## src/rtl/irqsu_pkg.sv

```systemverilog
package irqsu_pkg;
    localparam int DATA_W  = 32;
    localparam int ADDR_W  = 2;
    localparam int SEQ_LSB = 0;
    localparam int DMA_LSB = 8;
    localparam int CMP_LSB = 16;

    typedef enum logic [ADDR_W-1:0] {
        REG_RAW  = 2'd0,
        REG_MASK = 2'd1,
        REG_STAT = 2'd2,
        REG_CCLR = 2'd3
    } reg_sel_e;
endpackage

```

## src/rtl/irqsu_flag_bank.sv

```systemverilog
module irqsu_flag_bank #(
    parameter int W = 4
) (
    input  logic         clk,
    input  logic         rst_n,
    input  logic [W-1:0] set_i,
    input  logic [W-1:0] clr_i,
    output logic [W-1:0] flag_o
);
    typedef struct packed {
        logic [W-1:0] flag;
    } bank_t;

    bank_t s_d, s_q;

    // A clear is applied first and a set afterwards, so the set wins on a collision.
    always_comb begin
        s_d      = s_q;
        s_d.flag = (s_q.flag & ~clr_i) | set_i;
    end

    always_ff @(posedge clk or negedge rst_n) begin
        if (!rst_n) s_q <= '0;
        else        s_q <= s_d;
    end

    assign flag_o = s_q.flag;

    AST_SET_WINS: assert property (@(posedge clk) disable iff (!rst_n)
        (|set_i) |=> ((flag_o & $past(set_i)) == $past(set_i)));
    AST_CLR_TAKES: assert property (@(posedge clk) disable iff (!rst_n)
        (|(clr_i & ~set_i)) |=> ((flag_o & $past(clr_i & ~set_i)) == '0));
    AST_STICKY: assert property (@(posedge clk) disable iff (!rst_n)
        (clr_i == '0) |=> ((flag_o & $past(flag_o)) == $past(flag_o)));
endmodule

```

## src/rtl/irqsu_mask_reg.sv

```systemverilog
module irqsu_mask_reg #(
    parameter int N = 4
) (
    input  logic         clk,
    input  logic         rst_n,
    input  logic         we_i,
    input  logic [N-1:0] seq_i,
    input  logic [N-1:0] dma_i,
    input  logic [N-1:0] cmp_i,
    output logic [N-1:0] seq_o,
    output logic [N-1:0] dma_o,
    output logic [N-1:0] cmp_o
);
    typedef struct packed {
        logic [N-1:0] seq;
        logic [N-1:0] dma;
        logic [N-1:0] cmp;
    } mask_t;

    mask_t s_d, s_q;

    always_comb begin
        s_d = s_q;
        if (we_i) begin
            s_d.seq = seq_i;
            s_d.dma = dma_i;
            s_d.cmp = cmp_i;
        end
    end

    always_ff @(posedge clk or negedge rst_n) begin
        if (!rst_n) s_q <= '0;
        else        s_q <= s_d;
    end

    assign seq_o = s_q.seq;
    assign dma_o = s_q.dma;
    assign cmp_o = s_q.cmp;

    AST_MASK_HOLD: assert property (@(posedge clk) disable iff (!rst_n)
        !we_i |=> ($stable(seq_o) && $stable(dma_o) && $stable(cmp_o)));
endmodule

```

## src/rtl/irqsu_wr_decode.sv

```systemverilog
module irqsu_wr_decode
    import irqsu_pkg::*;
#(
    parameter int N = 4
) (
    input  logic              we_i,
    input  logic [ADDR_W-1:0] addr_i,
    input  logic [DATA_W-1:0] wdata_i,
    output logic              mask_we_o,
    output logic [N-1:0]      mask_seq_o,
    output logic [N-1:0]      mask_dma_o,
    output logic [N-1:0]      mask_cmp_o,
    output logic [N-1:0]      clr_seq_o,
    output logic [N-1:0]      clr_dma_o,
    output logic              clr_cmp_o
);
    localparam logic [DATA_W-1:0] FIELD_ONES = DATA_W'((64'd1 << N) - 64'd1);
    localparam logic [DATA_W-1:0] DEF_BITS =
        (FIELD_ONES << SEQ_LSB) | (FIELD_ONES << DMA_LSB) | (FIELD_ONES << CMP_LSB);

    // Reserved write bits are consumed here and go nowhere.
    logic unused_wdata;
    assign unused_wdata = ^(wdata_i & ~DEF_BITS);

    assign mask_seq_o = wdata_i[SEQ_LSB +: N];
    assign mask_dma_o = wdata_i[DMA_LSB +: N];
    assign mask_cmp_o = wdata_i[CMP_LSB +: N];

    always_comb begin
        mask_we_o = 1'b0;
        clr_seq_o = '0;
        clr_dma_o = '0;
        clr_cmp_o = 1'b0;
        if (we_i) begin
            case (reg_sel_e'(addr_i))
                REG_MASK: mask_we_o = 1'b1;
                REG_STAT: begin
                    // Bits CMP_LSB+ are read-only in this word and are not decoded.
                    clr_seq_o = wdata_i[SEQ_LSB +: N];
                    clr_dma_o = wdata_i[DMA_LSB +: N];
                end
                REG_CCLR: clr_cmp_o = |wdata_i[CMP_LSB +: N];
                default: ;
            endcase
        end
    end
endmodule

```

## src/rtl/irqsu_read_port.sv

```systemverilog
module irqsu_read_port
    import irqsu_pkg::*;
#(
    parameter int N = 4
) (
    input  logic              clk,
    input  logic              rst_n,
    input  logic              re_i,
    input  logic [ADDR_W-1:0] addr_i,
    input  logic [N-1:0]      raw_seq_i,
    input  logic [N-1:0]      raw_dma_i,
    input  logic              raw_cmp_i,
    input  logic [N-1:0]      msk_seq_i,
    input  logic [N-1:0]      msk_dma_i,
    input  logic [N-1:0]      msk_cmp_i,
    input  logic [N-1:0]      st_seq_i,
    input  logic [N-1:0]      st_dma_i,
    input  logic [N-1:0]      st_cmp_i,
    output logic [DATA_W-1:0] rdata_o
);
    localparam logic [DATA_W-1:0] FIELD_ONES = DATA_W'((64'd1 << N) - 64'd1);
    localparam logic [DATA_W-1:0] DEF_BITS =
        (FIELD_ONES << SEQ_LSB) | (FIELD_ONES << DMA_LSB) | (FIELD_ONES << CMP_LSB);

    typedef struct packed {
        logic [DATA_W-1:0] rdata;
    } rd_t;

    rd_t s_d, s_q;
    logic [DATA_W-1:0] word;

    always_comb begin
        word = '0;
        case (reg_sel_e'(addr_i))
            REG_RAW: begin
                for (int i = 0; i < N; i++) begin
                    word[SEQ_LSB + i] = raw_seq_i[i];
                    word[DMA_LSB + i] = raw_dma_i[i];
                end
                word[CMP_LSB] = raw_cmp_i;
            end
            REG_MASK: begin
                for (int i = 0; i < N; i++) begin
                    word[SEQ_LSB + i] = msk_seq_i[i];
                    word[DMA_LSB + i] = msk_dma_i[i];
                    word[CMP_LSB + i] = msk_cmp_i[i];
                end
            end
            REG_STAT: begin
                for (int i = 0; i < N; i++) begin
                    word[SEQ_LSB + i] = st_seq_i[i];
                    word[DMA_LSB + i] = st_dma_i[i];
                    word[CMP_LSB + i] = st_cmp_i[i];
                end
            end
            default: word = '0;
        endcase
    end

    always_comb begin
        s_d = s_q;
        if (re_i) s_d.rdata = word;
    end

    always_ff @(posedge clk or negedge rst_n) begin
        if (!rst_n) s_q <= '0;
        else        s_q <= s_d;
    end

    assign rdata_o = s_q.rdata;

    AST_RSVD_ZERO: assert property (@(posedge clk) disable iff (!rst_n)
        (rdata_o & ~DEF_BITS) == '0);
    AST_RDATA_HOLD: assert property (@(posedge clk) disable iff (!rst_n)
        !re_i |=> $stable(rdata_o));
    AST_CCLR_READS_ZERO: assert property (@(posedge clk) disable iff (!rst_n)
        (re_i && reg_sel_e'(addr_i) == REG_CCLR) |=> (rdata_o == '0));
endmodule

```

## src/rtl/irq_status_unit.sv

```systemverilog
module irq_status_unit
    import irqsu_pkg::*;
#(
    parameter int N_SEQ = 4
) (
    input  logic              clk,
    input  logic              rst_n,
    input  logic [N_SEQ-1:0]  seq_done,
    input  logic [N_SEQ-1:0]  dma_done,
    input  logic              cmp_hit,
    input  logic              bus_re,
    input  logic              bus_we,
    input  logic [ADDR_W-1:0] bus_addr,
    input  logic [DATA_W-1:0] bus_wdata,
    output logic [DATA_W-1:0] bus_rdata,
    output logic [N_SEQ-1:0]  irq
);
    logic             mask_we;
    logic [N_SEQ-1:0] mask_seq_w, mask_dma_w, mask_cmp_w;
    logic [N_SEQ-1:0] clr_seq, clr_dma;
    logic             clr_cmp;
    logic [N_SEQ-1:0] raw_seq, raw_dma;
    logic [0:0]       raw_cmp;
    logic [N_SEQ-1:0] msk_seq, msk_dma, msk_cmp;
    logic [N_SEQ-1:0] st_seq, st_dma, st_cmp;

    irqsu_wr_decode #(.N(N_SEQ)) u_dec (
        .we_i       (bus_we),
        .addr_i     (bus_addr),
        .wdata_i    (bus_wdata),
        .mask_we_o  (mask_we),
        .mask_seq_o (mask_seq_w),
        .mask_dma_o (mask_dma_w),
        .mask_cmp_o (mask_cmp_w),
        .clr_seq_o  (clr_seq),
        .clr_dma_o  (clr_dma),
        .clr_cmp_o  (clr_cmp)
    );

    irqsu_mask_reg #(.N(N_SEQ)) u_mask (
        .clk   (clk),
        .rst_n (rst_n),
        .we_i  (mask_we),
        .seq_i (mask_seq_w),
        .dma_i (mask_dma_w),
        .cmp_i (mask_cmp_w),
        .seq_o (msk_seq),
        .dma_o (msk_dma),
        .cmp_o (msk_cmp)
    );

    irqsu_flag_bank #(.W(N_SEQ)) u_seq_flags (
        .clk    (clk),
        .rst_n  (rst_n),
        .set_i  (seq_done),
        .clr_i  (clr_seq),
        .flag_o (raw_seq)
    );

    irqsu_flag_bank #(.W(N_SEQ)) u_dma_flags (
        .clk    (clk),
        .rst_n  (rst_n),
        .set_i  (dma_done),
        .clr_i  (clr_dma),
        .flag_o (raw_dma)
    );

    irqsu_flag_bank #(.W(1)) u_cmp_flag (
        .clk    (clk),
        .rst_n  (rst_n),
        .set_i  (cmp_hit),
        .clr_i  (clr_cmp),
        .flag_o (raw_cmp)
    );

    // Masked status: the one comparator flag fans out to every sequencer's field.
    always_comb begin
        st_seq = raw_seq & msk_seq;
        st_dma = raw_dma & msk_dma;
        st_cmp = {N_SEQ{raw_cmp[0]}} & msk_cmp;
    end

    genvar n;
    generate
        for (n = 0; n < N_SEQ; n++) begin : g_line
            assign irq[n] = st_seq[n] | st_dma[n] | st_cmp[n];

            AST_IRQ_NEEDS_MASK: assert property (@(posedge clk) disable iff (!rst_n)
                irq[n] |-> (msk_seq[n] | msk_dma[n] | msk_cmp[n]));
            AST_IRQ_NEEDS_RAW: assert property (@(posedge clk) disable iff (!rst_n)
                irq[n] |-> (raw_seq[n] | raw_dma[n] | raw_cmp[0]));
        end
    endgenerate

    irqsu_read_port #(.N(N_SEQ)) u_rd (
        .clk       (clk),
        .rst_n     (rst_n),
        .re_i      (bus_re),
        .addr_i    (bus_addr),
        .raw_seq_i (raw_seq),
        .raw_dma_i (raw_dma),
        .raw_cmp_i (raw_cmp[0]),
        .msk_seq_i (msk_seq),
        .msk_dma_i (msk_dma),
        .msk_cmp_i (msk_cmp),
        .st_seq_i  (st_seq),
        .st_dma_i  (st_dma),
        .st_cmp_i  (st_cmp),
        .rdata_o   (bus_rdata)
    );

    AST_CMP_RO_IN_STATUS: assert property (@(posedge clk) disable iff (!rst_n)
        (bus_we && reg_sel_e'(bus_addr) == REG_STAT && !cmp_hit && raw_cmp[0]) |=> raw_cmp[0]);
    AST_CCLR_CLEARS: assert property (@(posedge clk) disable iff (!rst_n)
        (bus_we && reg_sel_e'(bus_addr) == REG_CCLR && (|bus_wdata[CMP_LSB +: N_SEQ]) && !cmp_hit)
        |=> !raw_cmp[0]);
    AST_RAW_WORD_RO: assert property (@(posedge clk) disable iff (!rst_n)
        (bus_we && reg_sel_e'(bus_addr) == REG_RAW) |=> ((raw_seq & $past(raw_seq)) == $past(raw_seq)));
endmodule

```

## config.mk

```make
export PLATFORM = sky130hd
export DESIGN_NAME = irq_status_unit
export DESIGN_NICKNAME = d
export VERILOG_FILES = /design/src/rtl/irqsu_pkg.sv /design/src/rtl/irqsu_flag_bank.sv /design/src/rtl/irqsu_mask_reg.sv /design/src/rtl/irqsu_wr_decode.sv /design/src/rtl/irqsu_read_port.sv /design/src/rtl/irq_status_unit.sv
export SDC_FILE = /design/constraint.sdc
export NUM_CORES = 1
export LEC_CHECK = 0
export ABC_AREA = 1
export BUFFER_PORTS_ARGS = -buffer_cell sky130_fd_sc_hd__buf_2
export CORE_MARGIN = 2
export CORE_UTILIZATION = 30
export DETAILED_ROUTE_END_ITERATION = 8
export HOLD_SLACK_MARGIN = 0.08
export MAX_ROUTING_LAYER = met4
export PLACE_DENSITY = 0.51
export SLEW_MARGIN = 30
export SYNTH_ARGS = -nofsm -noshare
export SYNTH_HDL_FRONTEND = slang
export SYNTH_HIERARCHICAL = 1
export SYNTH_SLANG_ARGS = --single-unit
```

## constraint.sdc

```tcl
create_clock -name clk -period 2 [get_ports clk]
set_input_delay 0.2 -clock clk [delete_from_list [all_inputs] [get_ports clk]]
set_output_delay 0.2 -clock clk [all_outputs]
set_load 0.005 [all_outputs]
```

==> flow_summary.ini, run 1 <==
[grt]
grt.total_usage_pct = 13.0
grt_pass1_wl_um = 7190
grt_pass1_vias = 1487
gr-total-overflow = 0
antenna_found_initial = 0
grt_max_degree = 34

[setup_path]
cp_cell_sequence = nand2_1 -> nand3_2 -> buf_2
crit_required_ns = 1.80
slowest_stage = dfrtp_1
crit_buf_inv = 1
r2r-start = u_cmp_flag/flag_o$_DFF_PN0_
cp.arrival_ns = 1.08
ff2ff_path_depth = 6
slowest_delay_ns = 0.44
rrSetupSlack_ns = 1.03
cp_max_fo = 6
cpLargestDelayFamily = flip-flops
r2r-end = u_rd/rdata_o[19]$_DFFE_PN0P_
cp-start-kind = register
cp-end-kind = output pin
crit_type = reg2out

[synth]
syn_area_per_cell_um2 = 7.08
synth_most_common_cell = nand2_1
synth_cell_types = 15
synth_flop_cell = dfrtp_1
ys.warnings.count = 6
synth_top_area_share_pct = 40.7
synthTopCellsByCount = nand2_1, inv_1, buf_4, dfrtp_1, nand3_1
synth_edf_count = 0
syn_area_um2 = 2030
synth.top_cells.by_area = dfrtp_1, nand2_1, buf_4, inv_1, nand3_1
netlist_instances = 287
synth_top_area_cell = dfrtp_1
ys_seq_elements = 33
async_reset_ff_share_pct = 100
yosysSeqAreaShare_pct = 40.7

[timing]
setup_viol = 0
maxSlewViolCount = 0
hold_viol_final = 0
rsz0062_at_grt = no
fmax_mhz = 781
final.setup.tns_ns = 0
fin_crit_sh_pct = 64.0
post-route-min-period_ns = 1.28
fin_worst_skew_ns = 0.00212
tightest_slew_ns = 0.770
slew_headroom_pct = 48.7

[die]
die-width_um = 86.3
start_util_pct = 31.4
die_h_um = 86.3
die_area_um2 = 7440
rows = 29
io_pins = 83
coreArea_um2 = 6460

[run_status]
status = finished, final reports clean

[cts]
insertion_delay_ns = 0.28
cts.clk_slew.worst_paths_ns = 0.07
cts_tree = built
h-tree-depth = 2
cts_buffer_depth = 2
ctsResizeCount = 0
numCtsBuffers = 5
ctsRootBufferMaster = clkbuf_8
clock-sinks = 33
cts_hold_buffers = 1
cts_setup_buffers = 0

[routing]
ant_nets = 0
viasPerCell = 4.01
drt_wl_total_um = 4290
initialDrtViolationCount = 61
drtPass1Iterations = 5
routedWlPerCell_um = 10.8
vias = 1595
drcViolationCount = 0

[placed_design]
hpwl_um = 3140
place_area_um2 = 2130
port_buffers = 42
routabilityCongestion = 0.773

[power]
power_w = 0.00168
p_leak_nw = 1.41
ir_drop_mv = 0.254
power_density_nw_per_um2 = 749

[worst_hold_path]
hp-class = in2reg
hp-start = dma_done[3]
hold_depth = 3
min_to = u_dma_flags/flag_o[3]$_DFF_PN0_

[finish]
fill_cells = 723
antenna_cells = 0
drive_above_1_share_pct = 18.1
area_growth_pct = 10.2
stdcell_area_um2 = 2240
fin_nets = 371

[flow_run]
cap_violations = 0
[cells by family after synthesis]
| logic type | share of synthesized area (%) |
|---|---|
| buffers and inverters | 22.6 |
| and+or+nand+nor | 33.8 |
| adders and majority gates | 2.46 |
| DFF | 40.7 |
| AOI/OAI and AO/OA | 0.246 |
| other | 0.185 |
[worst reg2reg max path, delay by kind of cell (launching register included)]
family        cells  cell delay (ns)
flops             1             0.44
simple gates      5             0.37
buf+inv           1             0.06
[registers in the layout, indices dropped and copies added, names as in the netlist]
register / cells
u_rd/rdata_o: 12
u_dma_flags/flag_o: 4
u_mask/cmp_o: 4
u_mask/dma_o: 4
u_mask/seq_o: 4
u_seq_flags/flag_o: 4
u_cmp_flag/flag_o: 1
[routing by layer]
layer | part of all wire [%] | vias to the layer above | routed length [µm] | GRT usage [%]
li1 | - | 847 | - | -
met3 | 4.8 | 2 | 205 | 3.81
met4 | 0.49 | 0 | 21 | 4.12
met5 | 0 | - | 0 | -
met1 | 50 | 699 | 2140 | 17.5
met2 | 45 | 47 | 1930 | 19.0
[final cells by class]
class                   instances  area [µm²]  share of cell area, %
clock buffers                   7        96.3                   4.31
clock inverters                 1        5.00                  0.224
inverters                      43         161                   7.21
multi-input cells             192         817                   36.5
flip-flops and latches         33         826                   36.9
well taps                      77        96.3                   4.31
repair buffers                 45         235                   10.5
[how the worst max path moves through the flow]
stage | to | slack (ns) | cells after the start | start
6_report | irq[3] | 0.72 | 3 | u_cmp_flag/flag_o$_DFF_PN0_
5_1_grt | irq[2] | 0.62 | 3 | u_cmp_flag/flag_o$_DFF_PN0_
4_1_cts | irq[2] | 0.69 | 3 | u_cmp_flag/flag_o$_DFF_PN0_
3_5_place_dp | u_rd/rdata_o[9]$_DFFE_PN0P_ | 0.71 | 7 | bus_addr[1]
3_3_place_gp | u_mask/cmp_o[0]$_DFFE_PN0P_ | 0.71 | 6 | bus_addr[0]
2_1_floorplan | u_rd/rdata_o[16]$_DFFE_PN0P_ | 1.11 | 7 | bus_addr[0]
[report_power, final]
| group | total, W | switching (W) | internal, W |
|---|---|---|---|
| clock | 0.000562 | 0.000251 | 0.000311 |
| sequential | 0.000787 | 0.0000476 | 0.000740 |
| combinational | 0.000327 | 0.000198 | 0.000129 |
| total | 0.00168 | 0.000496 | 0.00118 |
[cells in the final DEF, fill, tap and decap left out]
| cell | Yosys | routed |
|---|---|---|
| nand2_1 | 140 | 140 |
| buf_2 | 1 | 42 |
| inv_1 | 41 | 41 |
| dfrtp_1 | 33 | 33 |
| conb_1 | 1 | 20 |
| nand3_1 | 12 | 12 |
| nor2_1 | 11 | 11 |
| clkbuf_8 | 0 | 7 |
| ha_1 | 4 | 4 |
| nand3_2 | 2 | 2 |
| inv_2 | 2 | 2 |
| buf_4 | 33 | 2 |
| clkinv_2 | 0 | 1 |
| dlygate4sd3_1 | 0 | 1 |
| nand3b_4 | 1 | 1 |
| a21oi_1 | 1 | 1 |
| nor2_8 | 1 | 1 |
[stage by stage]
stage / cells / hold slack, ns / worst slack [ns] / utilization [%]
final: 398 / 0.0938 / 0.719 / 34.6
after global routing: 398 / 0.0908 / 0.619 / 34.6
after CTS: 398 / 0.0838 / 0.690 / 34.6
after detailed placement: 389 / 0.328 / 0.707 / 32.9
after global placement: 389 / 0.324 / 0.715 / 32.9
after floorplan: 306 / -0.0956 / 1.11 / -
No activity file was read; power rests on OpenSTA's default activity.
==> run 2, diff against run 1 <==
==> constraint.sdc (replaced) <==
create_clock -name clk -period 1.35 [get_ports clk]
set_input_delay 0.135 -clock clk [delete_from_list [all_inputs] [get_ports clk]]
set_output_delay 0.135 -clock clk [all_outputs]
set_load 0.005 [all_outputs]
==> run 2 against run 1 <==
  * Setup slack got worse by 0.58 ns
  * Worst hold slack got worse by 0.0016 ns
  * Cell count rose by 5.5%
  * Clock power rose by 32%
  * Sequential power rose by 47%
  * Design area rose by 9.7%
  * Global-route usage fell by 0.16 points
  * Critical endpoint is now irq[2]
  * Count of clock-buffer cells in the layout did not move
  * Routed wire length fell by 0.68%
  * Non-clock buffer count rose by 23
  * Highest routed layer unchanged
  * Utilization rose by 3.4 points
  * Combinational power rose by 64%
==> flow_summary.ini, run 2 (same netlist as run 1, synthesis figures left out) <==
[run_status]
status = finished, final reports clean

[routing]
drt_wl_total_um = 4260
ant_nets = 0
routedWlPerCell_um = 10.1
vias = 1615
drcViolationCount = 0
drtPass1Iterations = 4
initialDrtViolationCount = 56
viasPerCell = 3.85

[finish]
stdcell_area_um2 = 2450
fin_util_pct = 38.0
area_growth_pct = 20.9
antenna_cells = 0
layout_common_cells = nand2_1, buf_2, inv_1
drive_above_1_share_pct = 17.5
largest_register_ff_count = 12
fill_cells = 685
final_common_cell = nand2_1
fin_nets = 394

[power]
power_density_nw_per_um2 = 995
p_leak_nw = 1.51
ir_drop_mv = 0.677

[setup_path]
cp-start-kind = register
cp_max_fo = 6
cp-end-kind = output pin
cp.arrival_ns = 1.08
crit_required_ns = 1.22
crit_type = reg2out

[die]
rows = 29
die-width_um = 86.3
die_area_um2 = 7440
start_util_pct = 31.4
coreArea_um2 = 6460
die_h_um = 86.3
io_pins = 83

[placed_design]
place_area_um2 = 2170
hpwl_um = 3180
port_buffers = 42
routabilityCongestion = 0.791

[timing]
hold_viol_final = 0
post-route-min-period_ns = 1.21
final.setup.tns_ns = 0
rsz0062_at_grt = no
setup_viol = 0
fin_crit_sh_pct = 89.9
fmax_mhz = 824
fin_worst_skew_ns = 0.00371
maxSlewViolCount = 0

[grt]
grt_pass1_vias = 1502
grt_max_degree = 18
gr-total-overflow = 0
grt_pass1_wl_um = 7150
antenna_found_initial = 0
grt.total_usage_pct = 12.9

[worst_hold_path]
hp-class = in2reg

[cts]
ctsRootBufferMaster = clkbuf_8
clock-sinks = 33
cts.clk_slew.worst_paths_ns = 0.06
numCtsBuffers = 5
ctsResizeCount = 0
cts_tree = built
h-tree-depth = 2
cts_buffer_depth = 2
cts_hold_buffers = 20
cts_setup_buffers = 0
insertion_delay_ns = 0.28

[flow_run]
cap_violations = 0
run 2: routing by layer:
layer  wire [µm]  vias to the layer above  global-route usage, %
met2        1840                       45                   19.8
met1        2170                      673                   16.8
met4          47                        0                   4.26
met3         208                        5                   2.95
li1            -                      892                      -
met5           0                        -                      -
run 2: critical path: stages, from the launching register on:
cell and delay (ns):
dfrtp_1 0.45, nand2_1 0.13, nand3_1 0.09, buf_2 0.13
run 2: per-stage QoR:
| stage | setup slack (ns) | cells | power (W) | hold WS [ns] |
|---|---|---|---|---|
| 6_report | 0.136 | 420 | 0.00244 | 0.0922 |
| 5_1_grt | 0.0478 | 420 | 0.00263 | 0.0880 |
| 4_1_cts | 0.106 | 420 | 0.00249 | 0.0840 |
| 3_5_place_dp | 0.187 | 393 | 0.00168 | 0.0942 |
| 3_3_place_gp | 0.216 | 393 | 0.00168 | 0.0934 |
| 2_1_floorplan | 0.522 | 306 | 0.00154 | -0.161 |
run 2: path summary, 6_finish.rpt:
kind,from,end,slack [ns],depth (start not counted)
max,u_cmp_flag/flag_o$_DFF_PN0_,irq[2],0.14,3
min,bus_wdata[16],u_mask/cmp_o[0]$_DFFE_PN0P_,0.09,3
max reg2reg,u_cmp_flag/flag_o$_DFF_PN0_,u_rd/rdata_o[16]$_DFFE_PN0P_,0.38,6
min reg2reg,u_rd/rdata_o[10]$_DFFE_PN0P_,u_rd/rdata_o[10]$_DFFE_PN0P_,0.47,2
max in group asynchronous,rst_n,u_mask/cmp_o[3]$_DFFE_PN0P_,0.60,3
min in group asynchronous,rst_n,u_seq_flags/flag_o[3]$_DFF_PN0_,0.32,2
run 2: power breakdown:
part	switching (W)	internal (W)
logic	0.000298	0.000237
registers	0.0000680	0.00110
clock network	0.000338	0.000404
total	0.000704	0.00174
run 2: layout make-up:
| cell class | count | area [µm²] | area share [%] |
|---|---|---|---|
| timing repair buffer | 68 | 468 | 19.1 |
| multi-input combinational | 192 | 817 | 33.3 |
| sequential | 33 | 826 | 33.6 |
| tap | 77 | 96.3 | 3.92 |
| clock buffer | 7 | 86.3 | 3.52 |
| inverter | 43 | 161 | 6.57 |
